### src/rtl/onewire_reg_seq_pkg.sv
package onewire_reg_seq_pkg;

  localparam int BYTE_W  = 8;
  localparam int WORD_W  = 16;
  localparam int STEP_W  = 3;

  localparam logic [BYTE_W-1:0] CMD_READ  = 8'h69;
  localparam logic [BYTE_W-1:0] CMD_WRITE = 8'h6C;

  typedef enum logic [1:0] {
    OP_SELECT = 2'd0,
    OP_SEND   = 2'd1,
    OP_RECV   = 2'd2
  } eng_op_e;

  typedef enum logic [1:0] {
    ST_OK     = 2'd0,
    ST_NODEV  = 2'd1,
    ST_BADARG = 2'd2,
    ST_UNSUP  = 2'd3
  } status_e;

  typedef enum logic [1:0] {
    SQ_IDLE  = 2'd0,
    SQ_ISSUE = 2'd1,
    SQ_WAIT  = 2'd2,
    SQ_RESP  = 2'd3
  } seq_state_e;

endpackage

### src/rtl/onewire_reg_req_check.sv
module onewire_reg_req_check
  import onewire_reg_seq_pkg::*;
#(
  parameter int ADDR_W = 24
) (
  input  logic [1:0]        fmt,
  input  logic [ADDR_W-1:0] addr,
  output status_e           verdict
);
  localparam int EXT_W = ADDR_W + WORD_W + 1;

  logic [EXT_W-1:0] addr_ext;
  logic             over8;
  logic             over16;

  always_comb begin
    addr_ext = EXT_W'(addr);
    over8    = |addr_ext[EXT_W-1:BYTE_W];
    over16   = |addr_ext[EXT_W-1:WORD_W];
  end

  // Unsupported format wins over the range check.
  always_comb begin
    if (fmt == 2'b01) begin
      verdict = ST_UNSUP;
    end else if (fmt[0] ? over16 : over8) begin
      verdict = ST_BADARG;
    end else begin
      verdict = ST_OK;
    end
  end

endmodule

### src/rtl/onewire_reg_step_plan.sv
module onewire_reg_step_plan
  import onewire_reg_seq_pkg::*;
(
  input  logic [STEP_W-1:0] step,
  input  logic              is_write,
  input  logic              wide_addr,
  input  logic              wide_data,
  input  logic [WORD_W-1:0] addr,
  input  logic [WORD_W-1:0] wdata,
  output eng_op_e           op,
  output logic [BYTE_W-1:0] byte_out,
  output logic              last
);
  localparam logic [STEP_W-1:0] STEP_CMD  = STEP_W'(1);
  localparam logic [STEP_W-1:0] STEP_ADR0 = STEP_W'(2);

  logic [STEP_W-1:0] n_addr;
  logic [STEP_W-1:0] n_data;
  logic [STEP_W-1:0] data_base;
  logic [STEP_W-1:0] final_step;
  logic [STEP_W-1:0] addr_k;
  logic [STEP_W-1:0] data_k;

  always_comb begin
    n_addr     = wide_addr ? STEP_W'(2) : STEP_W'(1);
    n_data     = wide_data ? STEP_W'(2) : STEP_W'(1);
    data_base  = STEP_ADR0 + n_addr;
    final_step = data_base + n_data - STEP_W'(1);
    addr_k     = step - STEP_ADR0;
    data_k     = step - data_base;
  end

  always_comb begin
    op       = OP_SEND;
    byte_out = '0;
    if (step == '0) begin
      op = OP_SELECT;
    end else if (step == STEP_CMD) begin
      byte_out = is_write ? CMD_WRITE : CMD_READ;
    end else if (step < data_base) begin
      byte_out = addr_k[0] ? addr[WORD_W-1:BYTE_W] : addr[BYTE_W-1:0];
    end else if (is_write) begin
      byte_out = data_k[0] ? wdata[WORD_W-1:BYTE_W] : wdata[BYTE_W-1:0];
    end else begin
      op = OP_RECV;
    end
    last = (step == final_step);
  end

endmodule

### src/rtl/onewire_reg_rdata_asm.sv
module onewire_reg_rdata_asm
  import onewire_reg_seq_pkg::*;
(
  input  logic              clk,
  input  logic              rst_n,
  input  logic              clear,
  input  logic              capture,
  input  logic              upper,
  input  logic [BYTE_W-1:0] byte_in,
  output logic [WORD_W-1:0] word
);
  logic [BYTE_W-1:0] lo_q;
  logic [BYTE_W-1:0] hi_q;
  logic              lo_en;
  logic              hi_en;
  logic [BYTE_W-1:0] lo_d;
  logic [BYTE_W-1:0] hi_d;

  always_comb begin
    lo_en = clear | (capture & ~upper);
    hi_en = clear | (capture &  upper);
    lo_d  = clear ? '0 : byte_in;
    hi_d  = clear ? '0 : byte_in;
  end

  always_ff @(posedge clk or negedge rst_n) begin
    if (!rst_n) begin
      lo_q <= '0;
    end else if (lo_en) begin
      lo_q <= lo_d;
    end
  end

  always_ff @(posedge clk or negedge rst_n) begin
    if (!rst_n) begin
      hi_q <= '0;
    end else if (hi_en) begin
      hi_q <= hi_d;
    end
  end

  assign word = {hi_q, lo_q};

endmodule

### src/rtl/onewire_reg_sequencer.sv
module onewire_reg_sequencer
  import onewire_reg_seq_pkg::*;
#(
  parameter int ADDR_W = 24
) (
  input  logic              clk,
  input  logic              rst_n,
  input  logic              req_valid,
  output logic              req_ready,
  input  logic              req_write,
  input  logic [1:0]        req_fmt,
  input  logic [ADDR_W-1:0] req_addr,
  input  logic [15:0]       req_wdata,
  output logic              rsp_done,
  output logic [1:0]        rsp_status,
  output logic [15:0]       rsp_rdata,
  output logic              eng_valid,
  input  logic              eng_ready,
  output logic [1:0]        eng_op,
  output logic [7:0]        eng_wbyte,
  input  logic              eng_done,
  input  logic              eng_ok,
  input  logic [7:0]        eng_rbyte
);
  localparam int ADR_KEEP = (ADDR_W < WORD_W) ? ADDR_W : WORD_W;

  seq_state_e        state_q, state_d;
  logic [STEP_W-1:0] step_q, step_d;
  status_e           status_q, status_d;
  logic              write_q;
  logic [1:0]        fmt_q;
  logic [WORD_W-1:0] addr_q;
  logic [WORD_W-1:0] wdata_q;
  logic              load;
  logic              rd_clear;
  logic              rd_capture;

  status_e           chk_verdict;
  eng_op_e           plan_op;
  logic [BYTE_W-1:0] plan_byte;
  logic              plan_last;
  logic [STEP_W-1:0] data_first;

  onewire_reg_req_check #(.ADDR_W(ADDR_W)) u_check (
    .fmt     (req_fmt),
    .addr    (req_addr),
    .verdict (chk_verdict)
  );

  onewire_reg_step_plan u_plan (
    .step      (step_q),
    .is_write  (write_q),
    .wide_addr (fmt_q[0]),
    .wide_data (fmt_q[1]),
    .addr      (addr_q),
    .wdata     (wdata_q),
    .op        (plan_op),
    .byte_out  (plan_byte),
    .last      (plan_last)
  );

  // First data step index: select + command + address bytes.
  assign data_first = fmt_q[0] ? STEP_W'(4) : STEP_W'(3);

  onewire_reg_rdata_asm u_rdata (
    .clk     (clk),
    .rst_n   (rst_n),
    .clear   (rd_clear),
    .capture (rd_capture),
    .upper   (step_q != data_first),
    .byte_in (eng_rbyte),
    .word    (rsp_rdata)
  );

  // Next-state logic
  always_comb begin
    state_d    = state_q;
    step_d     = step_q;
    status_d   = status_q;
    load       = 1'b0;
    rd_clear   = 1'b0;
    rd_capture = 1'b0;
    case (state_q)
      SQ_IDLE: begin
        if (req_valid) begin
          load     = 1'b1;
          rd_clear = 1'b1;
          step_d   = '0;
          status_d = chk_verdict;
          state_d  = (chk_verdict == ST_OK) ? SQ_ISSUE : SQ_RESP;
        end
      end
      SQ_ISSUE: begin
        if (eng_ready) begin
          state_d = SQ_WAIT;
        end
      end
      SQ_WAIT: begin
        if (eng_done) begin
          if (plan_op == OP_SELECT && !eng_ok) begin
            status_d = ST_NODEV;
            state_d  = SQ_RESP;
          end else begin
            rd_capture = (plan_op == OP_RECV);
            if (plan_last) begin
              state_d = SQ_RESP;
            end else begin
              step_d  = step_q + STEP_W'(1);
              state_d = SQ_ISSUE;
            end
          end
        end
      end
      default: begin
        state_d = SQ_IDLE;
      end
    endcase
  end

  // State registers
  always_ff @(posedge clk or negedge rst_n) begin
    if (!rst_n) begin
      state_q  <= SQ_IDLE;
      step_q   <= '0;
      status_q <= ST_OK;
    end else begin
      state_q  <= state_d;
      step_q   <= step_d;
      status_q <= status_d;
    end
  end

  // Request capture, enabled on acceptance
  always_ff @(posedge clk or negedge rst_n) begin
    if (!rst_n) begin
      write_q <= 1'b0;
      fmt_q   <= '0;
      addr_q  <= '0;
      wdata_q <= '0;
    end else if (load) begin
      write_q <= req_write;
      fmt_q   <= req_fmt;
      addr_q  <= WORD_W'(req_addr[ADR_KEEP-1:0]);
      wdata_q <= req_wdata;
    end
  end

  assign req_ready  = (state_q == SQ_IDLE);
  assign rsp_done   = (state_q == SQ_RESP);
  assign rsp_status = status_q;
  assign eng_valid  = (state_q == SQ_ISSUE);
  assign eng_op     = plan_op;
  assign eng_wbyte  = plan_byte;

  // ---------------- assertions ----------------
  assert_valid_hold_R10: assert property (@(posedge clk) disable iff (!rst_n)
    eng_valid && !eng_ready |=> eng_valid && $stable(eng_op) && $stable(eng_wbyte));

  assert_single_outstanding_R10: assert property (@(posedge clk) disable iff (!rst_n)
    eng_valid && eng_ready |=> !eng_valid);

  assert_done_pulse_R9: assert property (@(posedge clk) disable iff (!rst_n)
    rsp_done |=> !rsp_done && req_ready);

  assert_idle_quiet_R9: assert property (@(posedge clk) disable iff (!rst_n)
    req_ready |-> !eng_valid && !rsp_done);

  assert_select_first_R1: assert property (@(posedge clk) disable iff (!rst_n)
    req_valid && req_ready && req_fmt != 2'b01 &&
    req_addr <= (req_fmt[0] ? ADDR_W'(65535) : ADDR_W'(255))
    |=> eng_valid && eng_op == 2'd0);

  assert_select_abort_R1: assert property (@(posedge clk) disable iff (!rst_n)
    state_q == SQ_WAIT && eng_done && eng_op == 2'd0 && !eng_ok
    |=> rsp_done && rsp_status == 2'd1);

  assert_unsupported_R8: assert property (@(posedge clk) disable iff (!rst_n)
    req_valid && req_ready && req_fmt == 2'b01 |=> rsp_done && rsp_status == 2'd3);

  assert_out_of_range_R7: assert property (@(posedge clk) disable iff (!rst_n)
    req_valid && req_ready && req_fmt != 2'b01 &&
    req_addr > (req_fmt[0] ? ADDR_W'(65535) : ADDR_W'(255))
    |=> rsp_done && rsp_status == 2'd2);

  assert_narrow_read_upper_R6: assert property (@(posedge clk) disable iff (!rst_n)
    rsp_done && !fmt_q[1] |-> rsp_rdata[15:8] == 8'h00);

endmodule

### config.mk
export PLATFORM = sky130hd
export DESIGN_NAME = onewire_reg_sequencer
export DESIGN_NICKNAME = d
export VERILOG_FILES = /design/src/rtl/onewire_reg_seq_pkg.sv /design/src/rtl/onewire_reg_req_check.sv /design/src/rtl/onewire_reg_step_plan.sv /design/src/rtl/onewire_reg_rdata_asm.sv /design/src/rtl/onewire_reg_sequencer.sv
export SDC_FILE = /design/constraint.sdc
export NUM_CORES = 1
export LEC_CHECK = 0
export BUFFER_PORTS_ARGS = -buffer_cell sky130_fd_sc_hd__buf_2
export CELL_PAD_IN_SITES_DETAIL_PLACEMENT = 1
export CELL_PAD_IN_SITES_GLOBAL_PLACEMENT = 1
export CORE_ASPECT_RATIO = 0.75
export CORE_MARGIN = 2
export CORE_UTILIZATION = 41
export DETAILED_ROUTE_END_ITERATION = 8
export GPL_TIMING_DRIVEN = 1
export PLACE_DENSITY = 0.93
export SKIP_CTS_REPAIR_TIMING = 1
export SLEW_MARGIN = 30
export SYNTH_ARGS = -nofsm -noshare
export SYNTH_HDL_FRONTEND = slang
export SYNTH_SLANG_ARGS = --single-unit
### constraint.sdc
create_clock -name clk -period 3.6 [get_ports clk]
set_input_delay 0 -clock clk [delete_from_list [all_inputs] [get_ports clk]]
set_output_delay 0 -clock clk [all_outputs]
set_load 0.02 [all_outputs]
==> results of run 1 <==
power by group:
group	leakage, nW	internal [mW]	switching (mW)
clock	0.109	0.406	0.282
combinational	1.24	0.553	0.917
sequential	0.747	0.878	0.219
total	2.09	1.84	1.42
layout make-up:
type / count / area share
Multi-Input combinational cell: 260 / 0.352
Sequential cell: 58 / 0.346
Timing Repair Buffer: 133 / 0.213
Clock buffer: 11 / 0.0337
Tap cell: 101 / 0.0302
Clock inverter: 5 / 0.0185
Inverter: 7 / 0.00627
registers in the layout, summed over array words and instances, names as in the netlist, 2 cells and up:
name / cells
addr_q: 16
fmt_q: 2
rsp_status: 2
state_q: 2
step_q: 3
u_rdata.hi_q: 8
u_rdata.lo_q: 8
wdata_q: 16
metal layers:
layer | vias to the layer above | routed length (um) | track usage
met4 | 0 | 299 | 0.0703
met1 | 1531 | 4590 | 0.290
met2 | 138 | 5640 | 0.399
met5 | - | 0 | 0
met3 | 33 | 611 | 0.0698
li1 | 1419 | - | -
worst paths after layout:
kind | end | cells past startpoint | start
max in group asynchronous | wdata_q[4]$_DFFE_PN0P_ | 3 | rst_n
min reg2reg | wdata_q[5]$_DFFE_PN0P_ | 2 | wdata_q[5]$_DFFE_PN0P_
max | u_rdata.hi_q[5]$_DFFE_PN0P_ | 6 | step_q[0]$_DFFE_PN0P_
min | state_q[0]$_DFFE_PN0P_ | 4 | eng_ready
max reg2reg | u_rdata.hi_q[5]$_DFFE_PN0P_ | 6 | step_q[0]$_DFFE_PN0P_
min in group asynchronous | u_rdata.lo_q[3]$_DFFE_PN0P_ | 3 | rst_n
critical path, delay by kind of cell (launching register included):
family          cells  cell delay, ns
buf+inv             1            0.14
flops               1            0.73
compound gates      1            0.22
fa+ha+maj           1            0.50
simple gates        3            1.16
cells by family (layout without fill, tap and decap cells):
kind of cell               after synthesis  in the layout  synth area share
xor gates and xnor gates                 1              1           0.00286
DFF                                     58             58             0.474
and+or+nand+nor                        166            166             0.252
AOI/OAI and AO/OA                       68             68             0.131
buffers and inverters                   28            156            0.0458
adders and majority gates                7              7            0.0286
muxes                                   18             18            0.0650
layout by cell type (no fill, tap or decap), types with 7 or more instances in the layout:
cell             n
mux2_2          11
clkbuf_8        10
dlygate4sd3_1   45
buf_2           87
o21ai_1         14
nor2_1           7
inv_1            7
dfrtp_1         58
a21oi_1         30
nand2_1        109
ha_1             7
nand3_1         20
through the flow:
| step | cells | hold slack (ns) | worst slack, ns | total power [mW] |
|---|---|---|---|---|
| after global placement | 514 | 0.189 | 1.08 | 2.37 |
| after floorplan | 346 | -0.296 | 1.19 | 2.08 |
| after global routing | 575 | 0.00166 | 0.598 | 3.46 |
| after detailed placement | 514 | 0.196 | 0.932 | 2.45 |
| final | 575 | -0.0416 | 0.763 | 3.26 |
| after CTS | 530 | -0.169 | 0.881 | 3.15 |
==> out/results.ini, run 1 <==
[cells_and_area]
diodes=0
area_growth_pct=36.9
regArea_sq_um=1450
fin_nets=533
fillers=882
multi_input_area_sq_um=1470
postLayoutCoreUtil=0.574
drive_gt1_frac=0.272
design_area_sq_um=4190

[clocking]
clock_path_buffers=2
clkTransAtPathRegs_ns=0.07
cts_root_buf=clkbuf_8
cts.sinks=58
cts_max_level=3
clkLatencyLatePin_ns=0.35
cts_buffers=9
cts_tree=yes

[timing]
setup_viol_count_final=0
min_period_ns=2.84
timing.hold.ws_ns=-0.0416
worst_pin_slew_ns=0.860
finalClockSkew_ns=0.0137
period_share=0.788
finalMaxSlewViolations=0
slew_headroom=0.427
rsz0062_at_grt=false
fin_tns_setup_ns=0
hold_viol_final=1
fmax_mhz=352

[placement]
place_area_sq_um=3520
hpwl_um=6280
gp_congestion=0.831
io_buffers=87

[yosys]
async_reset_ff_frac=1.00
synth.cell_area_sq_um=3060
synth-edff-count=0
syn_nets=410
synthTopCellsByCount=110 x nand2_1, 58 x dfrtp_1, 30 x a21oi_1, 20 x nand3_1, 14 x o21ai_1
synth_largest_area_cell=dfrtp_1
yosysWarnings=0
synthCells=346
yosysSeqAreaShare=0.474
synth.distinct_cells=46
yosysMostFrequentCell=nand2_1
synth.area.top_cells=dfrtp_1 47%, nand2_1 13%, a21oi_1 4.9%
synth_top_cell_area_share=0.474
avgSynthCellArea_sq_um=8.85
synthFlopType=dfrtp_1
synth_seq_cells=58

[setup_path]
crit_chain=inv_1 > ha_1 > nand3_1 > nor4b_2 > nand3_1 > a21oi_1
arrival_ns=3.09
cp-start-kind=register
reg2reg_slack_ns=0.76
cpPeakStageDelay_ns=0.73
path_class=register to register
cpMostUsedCell=nand3_1
cpMaxStageDelayCell=dfrtp_1
cp.required_ns=3.86
end_kind=register
cp_max_fo=14

[global_routing]
grt_max_degree=59
antenna_found_initial=0
grtUsageTotal=0.234
gr-total-overflow=0
grt_pass1_wl_um=15000
grt_pass1_vias=3002

[floorplan]
fp-row-count=27
die-area_sq_um=8180
initial_core_util=0.419
die_y_um=78.8
core_area_sq_um=7300
ioPinCount=88
die_width_um=104

[status]
violations=negative hold slack
status=complete, but fails checks

[routing]
final_antenna_net_count=0
vias_per_cell=5.43
vias=3121
wirelength_um=11100
drt_iter0_markers=226
wire_per_inst_um=19.4
first_pass_iters=5
drc=0

[min_path]
hold_path_class=input pin to register

[pwr]
ir_drop_uv=334
powerDensity_nw_per_um2=777
leakage_nw=2.09

[job]
maxCapViolCount=0

Note: power is estimated with default switching activity, not from simulation.
==> run 2: changes to the inputs <==
--- a/config.mk
+++ b/config.mk
@@ -10,10 +10,10 @@
 export CELL_PAD_IN_SITES_GLOBAL_PLACEMENT = 1
 export CORE_ASPECT_RATIO = 0.75
 export CORE_MARGIN = 2
-export CORE_UTILIZATION = 41
+export CORE_UTILIZATION = 35
 export DETAILED_ROUTE_END_ITERATION = 8
 export GPL_TIMING_DRIVEN = 1
-export PLACE_DENSITY = 0.93
+export PLACE_DENSITY = 0.85
 export SKIP_CTS_REPAIR_TIMING = 1
 export SLEW_MARGIN = 30
 export SYNTH_ARGS = -nofsm -noshare
==> constraint.sdc (replaced) <==
create_clock -name clk -period 2.3 [get_ports clk]
set_input_delay 0 -clock clk [delete_from_list [all_inputs] [get_ports clk]]
set_output_delay 0 -clock clk [all_outputs]
set_load 0.02 [all_outputs]
==> run 2 against run 1 <==
Against the previous run:
- the run still ends with negative hold slack left
- count of clock-buffer cells in the layout rose by 1
- sequential power rose by 50%
- utilization fell by 5.4 points
- cell count rose by 2.6%
- total power rose by 74%
- non-clock buffer count rose by 9
- largest cell class unchanged
- critical path depth did not move
- die area rose by 16%
- worst hold slack improved by 0.030 ns
- register-to-register slack got worse by 0.75 ns
- highest routed layer unchanged
- worst setup slack got worse by 0.75 ns
==> out/results.ini, run 2 (synthesis results as in run 1) <==
[status]
status=complete, but fails checks
violations=negative hold slack

[timing]
worst_pin_slew_ns=0.693
finalClockSkew_ns=0.00614
fin_tns_setup_ns=0
min_period_ns=2.28
fmax_mhz=438
slew_headroom=0.538
setup_viol_count_final=0
timing.hold.ws_ns=-0.0119
hold_viol_final=1
finalMaxSlewViolations=0
period_share=0.993

[clocking]
cts_max_level=3
clkLatencyLatePin_ns=0.32
cts_tree=yes
cts_root_buf=clkbuf_16
cts_buffers=9
cts.sinks=58
clock_path_buffers=2
clkTransAtPathRegs_ns=0.05

[cells_and_area]
fin_nets=542
mostFrequentLayoutCells=110 x nand2_1, 84 x buf_2, 58 x dfrtp_1
reg.largest.list=addr_q x16, wdata_q x16
design_area_sq_um=4420
diodes=0
layout_commonest_cell=nand2_1
drive_gt1_frac=0.301
area_growth_pct=44.4

[pwr]
seq_power_share=0.291
clkPwrFrac=0.230
p_sw_mw=2.36
leakage_nw=2.18
comb_power_share=0.479
powerDensity_nw_per_um2=1280
ir_drop_uv=566
switching_share=0.417
power.internal_mw=3.30

[min_path]
hold_path_class=input pin to register
min_from=req_fmt[0]

[global_routing]
grtUsageTotal=0.204
grt_pass1_wl_um=15400
gr-total-overflow=0
antenna_found_initial=0
grt_pass1_vias=3096
grt_max_degree=36

[floorplan]
die-area_sq_um=9520
core_area_sq_um=8490
ioPinCount=88
die_width_um=112
initial_core_util=0.360
die_y_um=85.0
fp-row-count=29

[setup_path]
cp-start-kind=register
cp.required_ns=2.50
cp_max_fo=8
r2r_end=u_rdata.hi_q[7]$_DFFE_PN0P_
r2r_cells=6
worstSetupEndpoint=u_rdata.hi_q[7]$_DFFE_PN0P_
end_kind=register
path_class=register to register
arrival_ns=2.48
cp-startpoint=fmt_q[0]$_DFFE_PN0P_
r2r_start=fmt_q[0]$_DFFE_PN0P_
reg2reg_slack_ns=0.02

[job]
maxCapViolCount=0

[routing]
first_pass_iters=5
wire_per_inst_um=19.2
drt_iter0_markers=204
vias_per_cell=5.35
vias=3154
wirelength_um=11300
drc=0
final_antenna_net_count=0

[placement]
hpwl_um=6760
gp_congestion=0.775
io_buffers=87
place_area_sq_um=3620

[run 2: changes by cell type in the layout (fill, tap and decap cells not counted), moves of 3 or more]
| cell | delta |
|---|---|
| buf_4 | +10 |
| clkbuf_16 | +9 |
| clkbuf_8 | -9 |
| a211oi_1 | -3 |
| a211oi_2 | +3 |
| buf_2 | -3 |
[run 2: per-stage QoR]
| stage | std cells | setup slack (ns) | utilization | hold slack, ns | power (mW) |
|---|---|---|---|---|---|
| final | 590 | 0.0163 | 0.520 | -0.0119 | 5.66 |
| after detailed placement | 530 | 0.248 | 0.426 | 0.0792 | 3.98 |
| after global placement | 530 | 0.327 | 0.426 | 0.0702 | 3.85 |
| after CTS | 545 | -0.0986 | 0.460 | -0.258 | 5.33 |
| after global routing | 590 | -0.0858 | 0.520 | 0.0166 | 5.98 |
| after floorplan | 346 | 0.0683 | - | -0.296 | 3.26 |
[run 2: final cells by class]
cell class	count	area [sq um]
timing repair buffer	142	996
inverter	7	26.3
clock buffer	12	246
clock inverter	3	40.0
tap	108	135
sequential	58	1450
fill	1012	4070
multi-input combinational	260	1520
[run 2: critical path, cell delays in order (launching register included)]
cell and delay, ns:
dfrtp_1 0.41, inv_1 0.20, ha_1 0.30, nand3_1 0.23, or4b_1 0.66, o21ai_1 0.26, a21oi_1 0.10
[run 2: how the worst min path moves through the flow]
| stage | to | slack [ns] | depth (start not counted) |
|---|---|---|---|
| 2_1_floorplan | addr_q[0]$_DFFE_PN0P_ | -0.30 | 0 |
| 3_3_place_gp | u_rdata.lo_q[2]$_DFFE_PN0P_ | 0.07 | 1 |
| 3_5_place_dp | u_rdata.lo_q[2]$_DFFE_PN0P_ | 0.08 | 1 |
| 4_1_cts | u_rdata.lo_q[2]$_DFFE_PN0P_ | -0.26 | 1 |
| 5_1_grt | rsp_status[0]$_DFFE_PN0P_ | 0.02 | 3 |
| 6_report | rsp_status[0]$_DFFE_PN0P_ | -0.01 | 3 |
[run 2: power by group through the flow]
stage / logic (mW) / registers [mW] / clock network [mW]
after detailed placement: 2.35 / 1.63 / 0
after floorplan: 1.69 / 1.57 / 0
after global placement: 2.25 / 1.60 / 0
after CTS: 2.40 / 1.62 / 1.31
after global routing: 2.92 / 1.68 / 1.38
final: 2.71 / 1.65 / 1.30
[run 2: per-layer routing]
| layer | global-route usage | up-vias | part of all wire |
|---|---|---|---|
| met2 | 0.340 | 132 | 0.51 |
| met5 | 0 | - | 0 |
| li1 | - | 1435 | - |
| met1 | 0.268 | 1560 | 0.42 |
| met3 | 0.0450 | 27 | 0.051 |
| met4 | 0.0654 | 0 | 0.017 |
==> run 3: changes to the inputs <==
--- a/config.mk
+++ b/config.mk
@@ -10,7 +10,7 @@
 export CELL_PAD_IN_SITES_GLOBAL_PLACEMENT = 1
 export CORE_ASPECT_RATIO = 0.75
 export CORE_MARGIN = 2
-export CORE_UTILIZATION = 35
+export CORE_UTILIZATION = 38
 export DETAILED_ROUTE_END_ITERATION = 8
 export GPL_TIMING_DRIVEN = 1
 export PLACE_DENSITY = 0.85
@@ -18,4 +18,5 @@
 export SLEW_MARGIN = 30
 export SYNTH_ARGS = -nofsm -noshare
 export SYNTH_HDL_FRONTEND = slang
+export SYNTH_HIERARCHICAL = 1
 export SYNTH_SLANG_ARGS = --single-unit
==> run 3 against run 2 <==
Against the previous run:
- the flow finishes with violations (negative hold slack, negative setup slack)
- combinational power rose by 10%
- first-iteration DRC count down 40%
- register-to-register slack worse by 0.096 ns
- fmax decreased by 4.0%
- largest power group unchanged
==> out/results.ini, run 3 <==
[yosys]
async_reset_ff_frac=1.00
yosysMostFrequentCell=dfrtp_1
synth.cell_area_sq_um=3230
yosysWarnings=6
syn_nets=315
synthCells=253
synth.distinct_cells=47
synth-edff-count=0
synthFlopType=dfrtp_1
avgSynthCellArea_sq_um=12.8
synth_seq_cells=58
synth_top_cell_area_share=0.449
synth.area.top_cells=dfrtp_1 45%, mux2_4 16%, mux2i_1 9.3%
synth_largest_area_cell=dfrtp_1
synthTopCellsByCount=58 x dfrtp_1, 35 x mux2_4, 30 x mux2i_1, 26 x nand2b_1, 11 x inv_1
yosysSeqAreaShare=0.449

[min_path]
hold_depth=3
hold_path_class=input pin to register
hold-path-endpoint=u_rdata/hi_q[0]$_DFFE_PN0P_
min_from=eng_rbyte[0]

[pwr]
powerDensity_nw_per_um2=1340
comb_power_share=0.483
leakage_nw=2.32
ir_drop_uv=562
clkPwrFrac=0.238
p_sw_mw=2.31
total_power_mw=6.18
seq_power_share=0.279
power.internal_mw=3.87
switching_share=0.374

[setup_path]
r2r_cells=10
crit_chain=inv_2 > buf_6 > ha_4 > and3b_2 > nor2_2 > nor3_4 > nand2_2 > nor3_4 > nor2b_4 > mux2i_1
cp_top_family=simple AND/OR/NAND/NOR gates
r2r_end=u_rdata/lo_q[4]$_DFFE_PN0P_
cpPeakStageDelay_ns=0.39
cp.required_ns=2.52
cpMaxStageDelayCell=dfrtp_1
path_buf_inv=2
arrival_ns=2.60
r2r_start=fmt_q[0]$_DFFE_PN0P_
cp_max_fo=6
cpMostUsedCell=nor3_4
end_kind=register
cp-start-kind=register
reg2reg_slack_ns=-0.08
path_class=register to register

[floorplan]
die-area_sq_um=9260
fp-row-count=29
ioPinCount=88
die_y_um=83.8
core_area_sq_um=8350
die_width_um=110
initial_core_util=0.387

[cells_and_area]
layout_commonest_cell=buf_2
drive_gt1_frac=0.457
area_growth_pct=42.8
mostFrequentLayoutCells=84 x buf_2, 57 x dfrtp_1, 39 x dlygate4sd3_1
reg.largest.list=addr_q x16, wdata_q x16
fillers=875
fin_nets=455
diodes=0
design_area_sq_um=4610

[timing]
min_period_ns=2.38
finalClockSkew_ns=0.00855
setup_viol_count_final=7
fmax_mhz=420
worst_pin_slew_ns=0.720
fin_tns_setup_ns=-0.345
rsz0062_at_grt=true
timing.hold.ws_ns=-0.0161
finalMaxSlewViolations=0
slew_headroom=0.520
hold_viol_final=4
setup_ws_ns=-0.0794
period_share=1.03

[clocking]
cts_max_level=3
cts_root_buf=clkbuf_16
cts_buffers=9
clkTransAtPathRegs_ns=0.06
cts.sinks=58
clkLatencyLatePin_ns=0.33
clock_path_buffers=2
cts_tree=yes

[routing]
vias=2701
first_pass_iters=4
drt_iter0_markers=122
final_antenna_net_count=0
wl_met2_um=5930
highest_layer=met4
drc=0
wire_per_inst_um=22.4
wirelength_um=11400
wl_met1_um=4710
route.met3.wl_um=499
vias_per_cell=5.34

[global_routing]
antenna_found_initial=0
grt_pass1_wl_um=15000
grt_pass1_vias=2740
gr-total-overflow=0
grtUsageTotal=0.208
grt_max_degree=40

[placement]
gp_congestion=0.757
io_buffers=87
dp_slack_ns=-0.00509
place_area_sq_um=3810
hpwl_um=6510

[status]
violations=negative hold slack, negative setup slack
status=complete, but fails checks

[job]
maxCapViolCount=0

run 3: cell types whose count changed after synthesis, sizes merged, moves of 19 or more:
cell	change
o21ai	-22
nand2b	+21
mux2i	+24
nand2	-106
a21oi	-25
nand3	-19
mux2	+26
run 3: worst max-delay path by stage:
stage | end | cells after the start | start | slack [ns]
2_1_floorplan | rsp_status[1]$_DFFE_PN0P_ | 9 | step_q[0]$_DFFE_PN0P_ | -0.08
3_3_place_gp | rsp_status[1]$_DFFE_PN0P_ | 8 | fmt_q[0]$_DFFE_PN0P_ | 0.09
3_5_place_dp | u_rdata/lo_q[4]$_DFFE_PN0P_ | 9 | fmt_q[0]$_DFFE_PN0P_ | -0.005
4_1_cts | u_rdata/lo_q[6]$_DFFE_PN0P_ | 9 | fmt_q[0]$_DFFE_PN0P_ | -0.07
5_1_grt | u_rdata/lo_q[4]$_DFFE_PN0P_ | 10 | fmt_q[0]$_DFFE_PN0P_ | -0.17
6_report | u_rdata/lo_q[4]$_DFFE_PN0P_ | 10 | fmt_q[0]$_DFFE_PN0P_ | -0.08
run 3: logic make-up (layout without fill, tap and decap cells):
family | after synthesis | count (layout) | synth area share
AND/OR/NAND/NOR | 66 | 66 | 0.134
flip-flops | 58 | 58 | 0.449
XOR/XNOR | 1 | 1 | 0.00271
adder cells (fa/ha/maj) | 5 | 5 | 0.0194
buffers and inverters | 24 | 169 | 0.0539
multiplexers | 68 | 68 | 0.266
AO/OA/AOI/OAI | 31 | 31 | 0.0748
run 3: area by class of cell:
type / instances / area [sq um] / area share
sequential: 58 / 1450 / 0.315
clock buffer: 11 / 243 / 0.0526
timing repair buffer: 142 / 957 / 0.208
inverter: 11 / 43.8 / 0.00950
multi-input combinational: 171 / 1700 / 0.369
clock inverter: 5 / 77.6 / 0.0168
tap: 108 / 135 / 0.0293
run 3: power groups by stage:
| stage | registers (mW) | logic [mW] | clock network (mW) |
|---|---|---|---|
| after floorplan | 1.61 | 2.01 | 0 |
| after global placement | 1.67 | 2.50 | 0 |
| after detailed placement | 1.69 | 2.63 | 0 |
| after CTS | 1.69 | 2.67 | 1.48 |
| after global routing | 1.76 | 3.15 | 1.54 |
| final | 1.72 | 2.99 | 1.47 |
run 3: through the flow:
stage / std cells / utilization / hold slack [ns]
finish: 506 / 0.553 / -0.0161
global route: 506 / 0.553 / -0.0162
global placement: 447 / 0.457 / 0.0456
floorplan: 253 / - / -0.296
detailed placement: 447 / 0.457 / 0.0532
CTS: 463 / 0.495 / -0.294
run 3: worst min-delay path, delay by kind of cell:
kind,cells,cell delay [ns]
buffers and inverters,1,0.10
muxes,1,0.07
and+or+nand+nor,1,0.09
run 3: metal layers:
| layer | up-vias | global-route usage |
|---|---|---|
| met5 | - | 0 |
| met4 | 0 | 0.0659 |
| met3 | 16 | 0.0407 |
| met2 | 101 | 0.352 |
| met1 | 1385 | 0.271 |
| li1 | 1199 | - |
